### src/rtl/pwm_pkg.sv
package pwm_pkg;
  localparam int CNT_W  = 16;
  localparam int ADDR_W = 2;

  localparam logic [ADDR_W-1:0] A_CTRL   = 2'd0;
  localparam logic [ADDR_W-1:0] A_PERIOD = 2'd1;
  localparam logic [ADDR_W-1:0] A_DUTY   = 2'd2;
  localparam logic [ADDR_W-1:0] A_COUNT  = 2'd3;

  localparam int B_EN     = 0;
  localparam int B_POL    = 1;
  localparam int B_ABRUPT = 9;

  typedef struct packed {
    logic abrupt;
    logic pol;
    logic en;
  } ctrl_t;
endpackage

### src/rtl/pwm_regs.sv
module pwm_regs
  import pwm_pkg::*;
#(
  parameter int W  = CNT_W,
  parameter int AW = ADDR_W
) (
  input  logic          clk,
  input  logic          rst,
  input  logic [AW-1:0] bus_addr,
  input  logic          bus_we,
  input  logic [W-1:0]  bus_wdata,
  input  logic [W-1:0]  count,
  output logic [W-1:0]  bus_rdata,
  output ctrl_t         ctrl,
  output logic [W-1:0]  period,
  output logic [W-1:0]  duty
);
  logic [W-1:0] ctrl_word;

  always_ff @(posedge clk) begin
    if (rst) begin
      ctrl   <= '0;
      period <= '0;
      duty   <= '0;
    end else if (bus_we) begin
      case (bus_addr)
        A_CTRL: begin
          ctrl.en     <= bus_wdata[B_EN];
          ctrl.pol    <= bus_wdata[B_POL];
          ctrl.abrupt <= bus_wdata[B_ABRUPT];
        end
        A_PERIOD: period <= bus_wdata;
        A_DUTY:   duty   <= bus_wdata;
        default: ;
      endcase
    end
  end

  always_comb begin
    ctrl_word           = '0;
    ctrl_word[B_EN]     = ctrl.en;
    ctrl_word[B_POL]    = ctrl.pol;
    ctrl_word[B_ABRUPT] = ctrl.abrupt;
  end

  always_ff @(posedge clk) begin
    if (rst) begin
      bus_rdata <= '0;
    end else begin
      case (bus_addr)
        A_CTRL:   bus_rdata <= ctrl_word;
        A_PERIOD: bus_rdata <= period;
        A_DUTY:   bus_rdata <= duty;
        default:  bus_rdata <= count;
      endcase
    end
  end
endmodule

### src/rtl/pwm_counter.sv
module pwm_counter
  import pwm_pkg::*;
#(
  parameter int W = CNT_W
) (
  input  logic         clk,
  input  logic         rst,
  input  logic         en,
  input  logic [W-1:0] period,
  output logic [W-1:0] count
);
  logic at_end;

  always_comb begin
    if (period == '0) at_end = 1'b1;
    else              at_end = (count >= period - 1'b1);
  end

  always_ff @(posedge clk) begin
    if (rst || !en)  count <= '0;
    else if (at_end) count <= '0;
    else             count <= count + 1'b1;
  end

  assert_hold_zero_R9: assert property (@(posedge clk) disable iff (rst)
    !en |=> (count == '0));

  assert_in_range_R8: assert property (@(posedge clk) disable iff (rst)
    (en && $past(en) && $stable(period) && period != '0) |-> (count < period));
endmodule

### src/rtl/pwm_outstage.sv
module pwm_outstage
  import pwm_pkg::*;
#(
  parameter int W = CNT_W
) (
  input  logic         clk,
  input  logic         rst,
  input  ctrl_t        ctrl,
  input  logic [W-1:0] count,
  input  logic [W-1:0] duty,
  output logic         pwm_out
);
  logic in_active;

  assign in_active = (count < duty);

  always_ff @(posedge clk) begin
    if (rst)                pwm_out <= 1'b0;
    else if (ctrl.en)       pwm_out <= in_active ? ~ctrl.pol : ctrl.pol;
    else if (ctrl.abrupt)   pwm_out <= ctrl.pol;
    else                    pwm_out <= pwm_out;
  end

  assert_active_level_R4: assert property (@(posedge clk) disable iff (rst)
    (ctrl.en && count < duty) |=> (pwm_out == !$past(ctrl.pol)));

  assert_inactive_level_R4: assert property (@(posedge clk) disable iff (rst)
    (ctrl.en && count >= duty) |=> (pwm_out == $past(ctrl.pol)));

  assert_abrupt_inactive_R10: assert property (@(posedge clk) disable iff (rst)
    (!ctrl.en && ctrl.abrupt) |=> (pwm_out == $past(ctrl.pol)));

  assert_graceful_hold_R11: assert property (@(posedge clk) disable iff (rst)
    (!ctrl.en && !ctrl.abrupt) |=> $stable(pwm_out));
endmodule

### src/rtl/pwm_chan.sv
module pwm_chan
  import pwm_pkg::*;
#(
  parameter int W  = CNT_W,
  parameter int AW = ADDR_W
) (
  input  logic          clk,
  input  logic          rst,
  input  logic [AW-1:0] bus_addr,
  input  logic          bus_we,
  input  logic [W-1:0]  bus_wdata,
  output logic [W-1:0]  bus_rdata,
  output logic          pwm_out
);
  ctrl_t        ctrl;
  logic [W-1:0] period;
  logic [W-1:0] duty;
  logic [W-1:0] count;

  pwm_regs #(.W(W), .AW(AW)) u_regs (
    .clk(clk), .rst(rst), .bus_addr(bus_addr), .bus_we(bus_we),
    .bus_wdata(bus_wdata), .count(count), .bus_rdata(bus_rdata),
    .ctrl(ctrl), .period(period), .duty(duty)
  );

  pwm_counter #(.W(W)) u_cnt (
    .clk(clk), .rst(rst), .en(ctrl.en), .period(period), .count(count)
  );

  pwm_outstage #(.W(W)) u_out (
    .clk(clk), .rst(rst), .ctrl(ctrl), .count(count), .duty(duty),
    .pwm_out(pwm_out)
  );
endmodule

### config.mk
export PLATFORM = sky130hd
export DESIGN_NAME = pwm_chan
export DESIGN_NICKNAME = d
export VERILOG_FILES = /design/src/rtl/pwm_pkg.sv /design/src/rtl/pwm_regs.sv /design/src/rtl/pwm_counter.sv /design/src/rtl/pwm_outstage.sv /design/src/rtl/pwm_chan.sv
export SDC_FILE = /design/constraint.sdc
export NUM_CORES = 1
export LEC_CHECK = 0
export BUFFER_PORTS_ARGS = -buffer_cell sky130_fd_sc_hd__buf_4
export CAP_MARGIN = 10
export CORE_MARGIN = 8
export CORE_UTILIZATION = 35
export DETAILED_ROUTE_END_ITERATION = 10
export HOLD_SLACK_MARGIN = 0.03
export PLACE_DENSITY = 0.55
export SLEW_MARGIN = 10
export SYNTH_ARGS = -nofsm -noshare
export SYNTH_HDL_FRONTEND = slang
export SYNTH_SLANG_ARGS = --single-unit
### constraint.sdc
create_clock -name clk -period 3 [get_ports clk]
set_input_delay 0.6 -clock clk [delete_from_list [all_inputs] [get_ports clk]]
set_output_delay 0.6 -clock clk [all_outputs]
set_load 0.005 [all_outputs]
Word level (Yosys, flattened, before mapping)
Index checks and enable logic that the tools add are counted.

Register bits: 68. Latch bits: 0. Memory bits (writable): 0. Bits in read-only memories: 0. Input port bits: 21. Memories kept: 0.

Add/subtract/negate cells: 2. Multipliers: 0. Divide/modulo/power cells: 0. Magnitude comparators: 2. Eq/ne operators: 2. Shifts and indexed selects: 0. Mux-type cells: 5. Bitwise gates (word level): 1. Reduce and logical (&&, ||, !) cells: 9.

Operators by type and width (count): case mux 16 bit (3 select lines) (1); adder 16 x 1 -> 16 bit (second input constant) (1); >= comparator 16 bit (1); logical NOT 16 bit (1); < comparator 16 bit (1); subtractor 16 x 1 -> 16 bit (second input constant) (1); AND reduction 2 bit (3); 2-to-1 mux 1 bit (4); == test 2 x 1 -> 1 bit (second input constant) (1); == test 2 bit (second input constant) (1); logical NOT 2 bit (1); nonzero test 2 bit (1); OR reduction 2 bit (1); logical NOT 1 bit (1); logical OR 1 bit (1); inverter 1 bit (1).

Depth between registers and ports, before layout
Gate-level depths: netlist of run 1.

Word-level depth: 4. Gate-level depth with buffers: 13. Gate-level depth less buffers: 12.

Cells and area by module
A second synthesis of run 1 with hierarchy kept.

Cell total of the unflattened synthesis: 410. Area total of the unflattened synthesis: 3935.0 um^2.

By module, submodules not included: pwm_regs (times used 1, cells each 195, area an instance 2130.8 um^2, seq. area each 1021.0 um^2); pwm_counter (times used 1, cells each 154, area an instance 1346.3 um^2, seq. area each 320.3 um^2); pwm_outstage (times used 1, cells each 61, area an instance 457.9 um^2, seq. area each 20.0 um^2).

Worst setup path after synthesis of run 1
OpenSTA, ideal clock, no wires.

Path type: register to register. Start point: register u_regs.period[2]. End point: register u_cnt.count[10]. Library setup time: 0.130 ns. Arrival time: 2.964 ns. Setup slack: -0.094 ns. Cell stages (with the launch flop): 12. Buffers on the path: 1. Cell sequence: dfxtp_1 -> or3_4 -> or4_1 -> nor2b_1 -> nand3b_1 -> xor2_1 -> ha_1 -> nand4_1 -> nor4_1 -> o2bb2ai_1 -> clkbuf_1 -> nor3_1.

Cells in the longest elaborated chain, start to end: 4.

RTL lines: start: declaration (RTL line pwm_regs.sv:15) `output logic [W-1:0] period,`; start signal: assignment (RTL line pwm_regs.sv:32) `A_PERIOD: period <= bus_wdata;`; subtractor 16 x 1 -> 16 bit (RTL line pwm_counter.sv:16) `else at_end = (count >= period - 1'b1);`; >= comparator 16 bit (RTL line pwm_counter.sv:16); 2-to-1 mux 1 bit * (RTL line pwm_counter.sv:15) `if (period == '0) at_end = 1'b1;`; OR reduction 2 bit (no source line) *; end signal: assignment (RTL line pwm_counter.sv:22) `else count <= count + 1'b1;`; end: declaration (RTL line pwm_counter.sv:10) `output logic [W-1:0] count`.

Every way passes the cells marked *; elsewhere a longest branch is shown, timed or not. A chain may end at the register's enable or synchronous reset.

Final worst setup path of run 1
Start point: register u_regs.period[2]. End point: register u_cnt.count[4].

The elaborated chain is that of the path after synthesis.

==> flow_summary.toml, run 1 <==
[cts]
clkSlewWorstSetupHoldPaths_ps = 80
numCtsBuffers = 9
cts_tree = "done"
cts.sinks = 68
clock_latency_ps = 350
clock_path_buffers = 2
ctsRootBufferMaster = "clkbuf_8"
htreeDepth = 3

[floorplanning]
dieArea_sq_um = 14120
start_util = 0.3601
die_h_microns = 118.8
fp.dieW_microns = 118.8
core_area_sq_um = 10280
boundaryPins = 38
rows = 37

[placed_design]
port_buffers = 37
globalplace.congestion = 0.8148
dp_hpwl_mm = 7.243
place_inst = 600

[timing]
slew-limit-headroom = 0.5102
setup_viol = 0
tightestPinTransition_ps = 732.4
period_needed_ps = 2952
fmax_mhz = 338.8
rsz0062_at_grt = "true"
finalCritPeriodShare = 0.9839
slew_violations = 0
hold_viol_final = 0
fin_skew_ps = 12.18

[cells_and_area]
instances_no_fill = 620
area_growth_syn_to_layout_pct = 23.12
seq_area_sq_um = 1361
multi_input_area_sq_um = 2323
layout_common_cells = "nand2_1 (75), dfxtp_1 (68), buf_4 (47), a21oi_1 (35), ha_1 (32)"
final_layout_size_suffix_gt1_frac = 0.2128
num_antenna_cells = 0
post-route-util = 0.4434
nNetsFinal = 534
fillers = 1013
final_common_cell = "nand2_1"

[detailed_routing]
drt_iter0_markers = 146
dr_total_vias = 3211
vias_per_cell = 5.179
avgRoutedWirePerCell_microns = 16.44
drc = 0
drtAntennaViolNets = 0
wl_mm = 10.19
drtPass1Iterations = 4

[worst_setup_path]
cp-end-kind = "flip-flop"
crit_type = "flip-flop to flip-flop"
crit_path_max_fanout = 8
critPathLaunch = "u_regs.period[2]"
worst_ep_arrival_time_ps = 3180
r2r_slack_ps = 50
cp-start-kind = "flip-flop"
rr_endpoint = "u_cnt.count[4]"
ff2ff_path_depth = 12
cp.required_ps = 3230
r2r-start = "u_regs.period[2]"

[synth]
synth_ff_type = "dfxtp_1"
syn_area_sq_um = 3701
syn_nets = 492
synth-seq-cells = 68
synth_edf_count = 0
ys_async_sr_fraction = 0
yosysSeqAreaShare = 0.3678
synth_cells = 438
synthDistinctLibCells = 45
synth_area_per_cell_sq_um = 8.450
yosysWarnings = 0

[status]
status = "complete, no violations"

[worst_hold_path]
hold_end = "u_regs.duty[3]"
hold_class = "flip-flop to flip-flop"
min_path_cells = 2
min-delay-start = "u_regs.duty[3]"

[global_routing]
grt_pass1_vias = 3314
grt_antenna_before_repair = 0
top_usage_layer = "met2"
grt_remaining_overflow = 0
grt_use_total = 0.1451
use_met1 = 0.1892
grt_use_met3 = 0.02929
grt_max_degree = 54
met2_usage = 0.2360
grt_pass1_wl_mm = 16.61

[power_and_ir_drop]
ir_worst_vdd_v = 0.0002828
switching_share = 0.2524
p_int_mw = 1.596
p_sw_mw = 0.5387
power_frac_comb = 0.131
sequentialPowerShare = 0.441
p_leak_nw = 1.814
power_density_nw_per_um2 = 468.4
clkPwrFrac = 0.428

[job]
cap_violations = 0
synthesized netlist by cell type, types with 4 or more instances:
cell / instances / area, sq um
nor2_1: 31 / 116.4
nand4_1: 10 / 62.56
nand2_1: 75 / 281.5
inv_1: 20 / 75.07
a21oi_1: 37 / 185.2
clkbuf_1: 17 / 63.81
nand3_1: 10 / 50.05
dfxtp_1: 68 / 1361
nor4_1: 6 / 37.54
nor3_1: 24 / 120.1
ha_1: 33 / 412.9
mux2_2: 13 / 146.4
o21ai_0: 6 / 30.03
mux2i_1: 4 / 40.04
xnor2_1: 13 / 113.9
nor2b_1: 6 / 37.54
a22oi_1: 13 / 97.59
xor2_1: 14 / 122.6
metal layers:
metal  share of wire  routed length, microns
met5               0                       0
met4           0.013                     133
met3           0.030                     304
met2            0.47                    4761
met1            0.49                    4994
registers in the layout, indices dropped and copies added, names as in the netlist:
| signal | count |
|---|---|
| u_regs.duty | 16 |
| u_regs.ctrl | 3 |
| u_out.pwm_out | 1 |
| u_cnt.count | 16 |
| u_regs.period | 16 |
| u_regs.bus_rdata | 16 |
area by class of cell:
class | count | area share
clock buffer | 9 | 0.02718
clock inverter | 6 | 0.02499
inverter | 20 | 0.01647
multi-input combinational | 332 | 0.5099
sequential | 68 | 0.2987
tap | 136 | 0.03734
timing repair buffer | 49 | 0.08539
kinds of logic after synthesis:
kind of cell,after synthesis,share of synthesized area
DFF,68,0.3678
muxes,20,0.06863
buffers and inverters,39,0.04259
and+or+nand+nor,179,0.2262
AOI/OAI and AO/OA,72,0.1193
adders and majority gates,33,0.1116
xor gates and xnor gates,27,0.06390
power groups by stage:
| stage | combinational, mW | sequential (mW) | clock [mW] |
|---|---|---|---|
| 3_5_place_dp | 0.251 | 0.961 | 0 |
| 5_1_grt | 0.311 | 0.943 | 0.981 |
| 3_3_place_gp | 0.247 | 0.961 | 0 |
| 4_1_cts | 0.255 | 0.940 | 0.936 |
| 2_1_floorplan | 0.173 | 0.957 | 0 |
| 6_report | 0.279 | 0.941 | 0.914 |
per-stage QoR:
step	area (sq um)	hold slack [ps]	setup slack, ps	TNS (ps)	power [mW]
after detailed placement	4141	462.9	-27.35	-130.9	1.212
after global routing	4557	488.8	-100.6	-1444	2.236
after global placement	4141	464.6	49.77	0	1.208
after CTS	4390	474.4	12.53	0	2.131
final	4557	474.3	48.27	0	2.134
after floorplan	3707	446.3	40.59	0	1.130
worst max-delay path by stage:
stage,to,depth (start not counted)
floorplan,u_cnt.count[0],11
global placement,u_cnt.count[10],11
detailed placement,u_cnt.count[5],11
CTS,u_cnt.count[15],11
global route,u_cnt.count[1],11
finish,u_cnt.count[4],12
critical path, cell delays in order, from the launching register on:
cell	delay [ps]
dfxtp_1	320
or3_4	390
or4_4	450
nor2b_4	160
nand2_1	80
xor2_1	150
ha_1	310
nand4_1	150
buf_4	180
nor4_4	310
nor3_4	100
nand2_4	180
nor3_2	70
timing repair:
item | CTS | global route
gates resized for setup | 2 | 26
setup buffers | 0 | 3
cloned | 1 | 1
setup endpoints to repair | 15 | 16
pin swaps | 2 | 14
hold buffers | 0 | 0
(Power assumes the default switching activity.)
==> run 2: changes to the inputs <==
==> constraint.sdc (replaced) <==
create_clock -name clk -period 3 [get_ports clk]
set_input_delay 0.15 -clock clk [delete_from_list [all_inputs] [get_ports clk]]
set_output_delay 0.15 -clock clk [all_outputs]
set_load 0.005 [all_outputs]
==> flow_summary.toml, run 2 (same netlist as run 1, synthesis figures left out) <==
[status]
status = "complete, no violations"

[power_and_ir_drop]
ir_worst_vdd_v = 0.0002540
power_density_nw_per_um2 = 447.2
switching_share = 0.2609
power_frac_comb = 0.133
p_int_mw = 1.466
p_sw_mw = 0.5174
sequentialPowerShare = 0.475
totalPowerFinal_mw = 1.983
p_leak_nw = 1.780
clkPwrFrac = 0.393

[timing]
fmax_mhz = 349.7
fin_skew_ps = 13.94
slew_violations = 0
slew-limit-headroom = 0.5178
setup_viol = 0
period_needed_ps = 2859
hold_viol_final = 0
tightestPinTransition_ps = 721.7
finalCritPeriodShare = 0.9531

[placed_design]
dp_hpwl_mm = 7.191
globalplace.congestion = 0.8002
place_inst = 601
port_buffers = 37

[worst_hold_path]
min_path_cells = 3
min-delay-start = "bus_wdata[13]"
hold_class = "primary input to flip-flop"
hold_end = "u_regs.period[13]"

[cells_and_area]
final_layout_size_suffix_gt1_frac = 0.1925
fillers = 1055
instances_no_fill = 619
area_growth_syn_to_layout_pct = 19.81
post-route-util = 0.4315
num_antenna_cells = 0
final_common_cell = "nand2_1"
nNetsFinal = 532
layout_common_cells = "nand2_1 (75), dfxtp_1 (68), buf_4 (46), a21oi_1 (37), ha_1 (33)"

[worst_setup_path]
cp-end-kind = "flip-flop"
r2r-start = "u_regs.period[2]"
rr_endpoint = "u_cnt.count[9]"
crit_type = "flip-flop to flip-flop"
r2r_slack_ps = 140
cp-start-kind = "flip-flop"
worst_ep_arrival_time_ps = 3090
crit_path_max_fanout = 16
cp.required_ps = 3230
ff2ff_path_depth = 11

[cts]
hold_buffers = 0
numCtsBuffers = 9
htreeDepth = 3
clock_latency_ps = 350
cts_tree = "done"
clock_path_buffers = 2
clkSlewWorstSetupHoldPaths_ps = 80
ctsRootBufferMaster = "clkbuf_8"
cts.sinks = 68

[floorplanning]
fp.dieW_microns = 118.8
start_util = 0.3601
core_area_sq_um = 10280
die_h_microns = 118.8
dieArea_sq_um = 14120
boundaryPins = 38
rows = 37

[detailed_routing]
drtPass1Iterations = 8
vias_per_cell = 5.183
wl_mm = 9.840
avgRoutedWirePerCell_microns = 15.90
drt_iter0_markers = 119
dr_total_vias = 3208
drc = 0
drtAntennaViolNets = 0

[job]
cap_violations = 0

[global_routing]
grt_pass1_wl_mm = 16.01
grt_max_degree = 54
grt_use_total = 0.1413
grt_pass1_vias = 3071
grt_antenna_before_repair = 0
grt_remaining_overflow = 0
run 2: changes by cell type in the layout (fill, tap and decap cells not counted), moves of 2 or more:
cell       previous run  this run
clkbuf_8              9        11
a21oi_1              35        37
nor3_4                3         0
bufinv_16             3         1
nor3_1               14        18
clkinv_2              0         2
a21oi_2               2         0
run 2: worst max-delay path: stages, from the launching register on:
cell	delay [ps]
dfxtp_1	310
or3_4	390
or4_4	450
nor2b_4	170
nand2_1	80
xor2_1	140
ha_1	290
nand4_1	170
nor4_2	310
o2bb2ai_1	190
buf_12	190
nor3_1	50
run 2: how the worst max path moves through the flow:
stage	from	to	depth (start not counted)
6_report	u_regs.period[2]	u_cnt.count[9]	11
5_1_grt	u_regs.period[2]	u_cnt.count[9]	11
4_1_cts	u_regs.period[2]	u_cnt.count[10]	11
3_5_place_dp	u_regs.period[2]	u_cnt.count[10]	11
3_3_place_gp	u_regs.period[2]	u_cnt.count[12]	11
2_1_floorplan	u_regs.period[2]	u_cnt.count[0]	11
run 2: metrics by stage:
| stage | TNS, ps | hold WS (ps) | worst slack [ps] | instance area, sq um |
|---|---|---|---|---|
| CTS | 0 | 33.44 | 52.11 | 4363 |
| floorplan | 0 | 286.0 | 40.59 | 3707 |
| global placement | 0 | 408.3 | 53.11 | 4149 |
| detailed placement | -0.9464 | 416.0 | -0.9464 | 4149 |
| global route | -24.41 | 36.58 | -8.162 | 4434 |
| finish | 0 | 43.85 | 140.7 | 4434 |
run 2: repair_timing:
action	in CTS	in global routing
endpoints found under the setup margin	4	16
gates resized for setup	2	13
gates cloned	1	0
pin swaps	1	6
setup buffers	0	1
run 2: cell type report:
cell class	count	area (sq um)	share of cell area
Multi-Input combinational cell	332	2260	0.5096
Sequential cell	68	1361	0.3070
Timing Repair Buffer	47	365.4	0.08239
Tap cell	136	170.2	0.03837
Clock buffer	12	155.1	0.03499
Inverter	20	75.07	0.01693
Clock inverter	4	47.55	0.01072
run 2: power by group through the flow:
stage | Sequential [mW] | Clock (mW) | Combinational (mW)
2_1_floorplan | 0.957 | 0 | 0.173
3_3_place_gp | 0.961 | 0 | 0.247
3_5_place_dp | 0.961 | 0 | 0.249
4_1_cts | 0.940 | 0.792 | 0.253
5_1_grt | 0.943 | 0.833 | 0.296
6_report | 0.941 | 0.779 | 0.263
run 2: routing by layer:
| metal | vias to the layer above | share of wire | GRT usage |
|---|---|---|---|
| li1 | 1610 | - | - |
| met1 | 1517 | 0.50 | 0.1910 |
| met2 | 67 | 0.44 | 0.2130 |
| met3 | 14 | 0.040 | 0.02692 |
| met4 | 0 | 0.019 | 0.06640 |
| met5 | - | 0 | 0 |
==> run 3: changes to the inputs <==
- PLACE_DENSITY: 0.55 -> 0.53
- clock period: 3 -> 2.91 ns (I/O delays scaled with it)
==> flow_summary.toml, run 3 (same netlist as run 1, synthesis figures left out) <==
[worst_setup_path]
cp-start-kind = "flip-flop"
critPathLaunch = "u_regs.period[2]"
ff2ff_path_depth = 12
worst_ep_arrival_time_ps = 3170
cp-end-kind = "flip-flop"
crit_family = "simple AND/OR/NAND/NOR gates"
cpPeakStageDelay_ps = 410
r2r-start = "u_regs.period[2]"
cp.required_ps = 3170
r2r_slack_ps = 4
critPathBufInv = 2
cp_cell_sequence = "or3_4 > or3b_4 > buf_4 > o31a_1 > nor2_1 > ha_1 > nand4_1 > nor4_2 > nor3_2 > nand2_2 > buf_4 > nor3_1"
crit_path_max_fanout = 8
cpMaxStageDelayCell = "or3b_4"
crit_end = "u_cnt.count[5]"
crit_type = "flip-flop to flip-flop"
rr_endpoint = "u_cnt.count[5]"
cp.depth = 12
crit_top_cell = "buf_4"

[placed_design]
port_buffers = 37
pre_cts_ws_ps = -74.13
dp_hpwl_mm = 7.355
placed_area_sq_um = 4214
place_inst = 608
globalplace.congestion = 0.7998

[cts]
clock_path_buffers = 2
numCtsBuffers = 9
cts_tree = "done"
cts.sinks = 68
clkSlewWorstSetupHoldPaths_ps = 90
ctsRootBufferMaster = "clkbuf_8"
clock_latency_ps = 350
htreeDepth = 3

[global_routing]
grt_pass1_wl_mm = 16.42
grt_pass1_vias = 3202
grt_antenna_before_repair = 0
grt_max_degree = 54
grt_remaining_overflow = 0
grt_use_total = 0.1441

[detailed_routing]
drc = 0
drt_iter0_markers = 201
avgRoutedWirePerCell_microns = 15.95
vias_per_cell = 5.108
drtPass1Iterations = 5
wl_mm = 10.07
dr_total_vias = 3223
drtAntennaViolNets = 0

[timing]
setup_viol = 0
fmax_mhz = 344.2
rsz0062_at_grt = "true"
tightestPinTransition_ps = 738.0
finalCritPeriodShare = 0.9985
layout_setup_ws_ps = 4.304
whs_ps = 46.08
setup-tns-final_ps = 0
slew-limit-headroom = 0.5065
fin_skew_ps = 12.84
hold_viol_final = 0
period_needed_ps = 2906
slew_violations = 0

[cells_and_area]
final_common_cell = "nand2_1"
post-route-util = 0.4428
instances_no_fill = 631
num_antenna_cells = 0
nNetsFinal = 544
area_growth_syn_to_layout_pct = 22.95
fillers = 1046
layout_common_cells = "nand2_1 (75), dfxtp_1 (67), buf_4 (54), a21oi_1 (36), ha_1 (32)"
final_layout_size_suffix_gt1_frac = 0.2061
finish.instance_area_sq_um = 4551

[power_and_ir_drop]
power_density_nw_per_um2 = 470.9
ir_worst_vdd_v = 0.0003008
p_leak_nw = 1.837
totalPowerFinal_mw = 2.143

[floorplanning]
boundaryPins = 38
dieArea_sq_um = 14120
start_util = 0.3601
fp.dieW_microns = 118.8
core_area_sq_um = 10280
die_h_microns = 118.8
rows = 37

[worst_hold_path]
hold_class = "primary input to flip-flop"

[status]
status = "complete, no violations"

[job]
cap_violations = 0
## run 3: cell count changes in the layout (fill, tap and decap cells not counted), sizes merged
cell	previous run	this run
buf	47	55
dlygate4sd3	0	5
clkbuf	12	9
bufinv	1	2
clkinv	2	3
inv	20	21
nand2	77	76
## run 3: timing repair
item | in CTS | in global routing
endpoints found under the setup margin | 15 | 16
pin swaps | 1 | 5
cloned | 0 | 0
buffers inserted | 2 | 0
hold endpoints to repair | 6 | 0
resized for setup | 3 | 8
hold buffers | 5 | 0
## run 3: final cells by class
cell class	instances	area, sq um	share of cell area
Tap cell	136	170.2	0.03739
Timing Repair Buffer	60	475.5	0.1045
Clock buffer	9	123.9	0.02722
Sequential cell	68	1363	0.2994
Inverter	20	75.07	0.01650
Clock inverter	7	98.84	0.02172
Multi-Input combinational cell	331	2245	0.4933
## run 3: per-layer routing
metal | share of wire | up-vias | GRT usage
met5 | 0 | - | 0
met4 | 0.0081 | 0 | 0.03320
met3 | 0.049 | 7 | 0.03165
met2 | 0.46 | 60 | 0.2349
met1 | 0.48 | 1523 | 0.1902
li1 | - | 1633 | -
## run 3: power by group
part	internal [mW]	switching, mW	leakage [nW]
logic	0.133	0.155	1.18
clock network	0.487	0.400	0.110
registers	0.950	0.0179	0.551
## run 3: tightest hold or removal path, delay by kind of cell
kind / cells / cell delay [ps]
and+or+nand+nor: 1 / 50
AOI/OAI and AO/OA: 1 / 50
buffers and inverters: 1 / 110
## run 3: worst min-delay path by stage
stage / start / to / slack (ps) / cells after the start
finish: bus_wdata[8] / u_regs.duty[8] / 50 / 3
global route: bus_wdata[8] / u_regs.duty[8] / 30 / 3
CTS: bus_wdata[8] / u_regs.duty[8] / 30 / 3
detailed placement: bus_wdata[0] / u_regs.ctrl[0] / 410 / 3
global placement: bus_wdata[14] / u_regs.period[14] / 410 / 3
floorplan: bus_wdata[0] / u_regs.duty[0] / 280 / 2
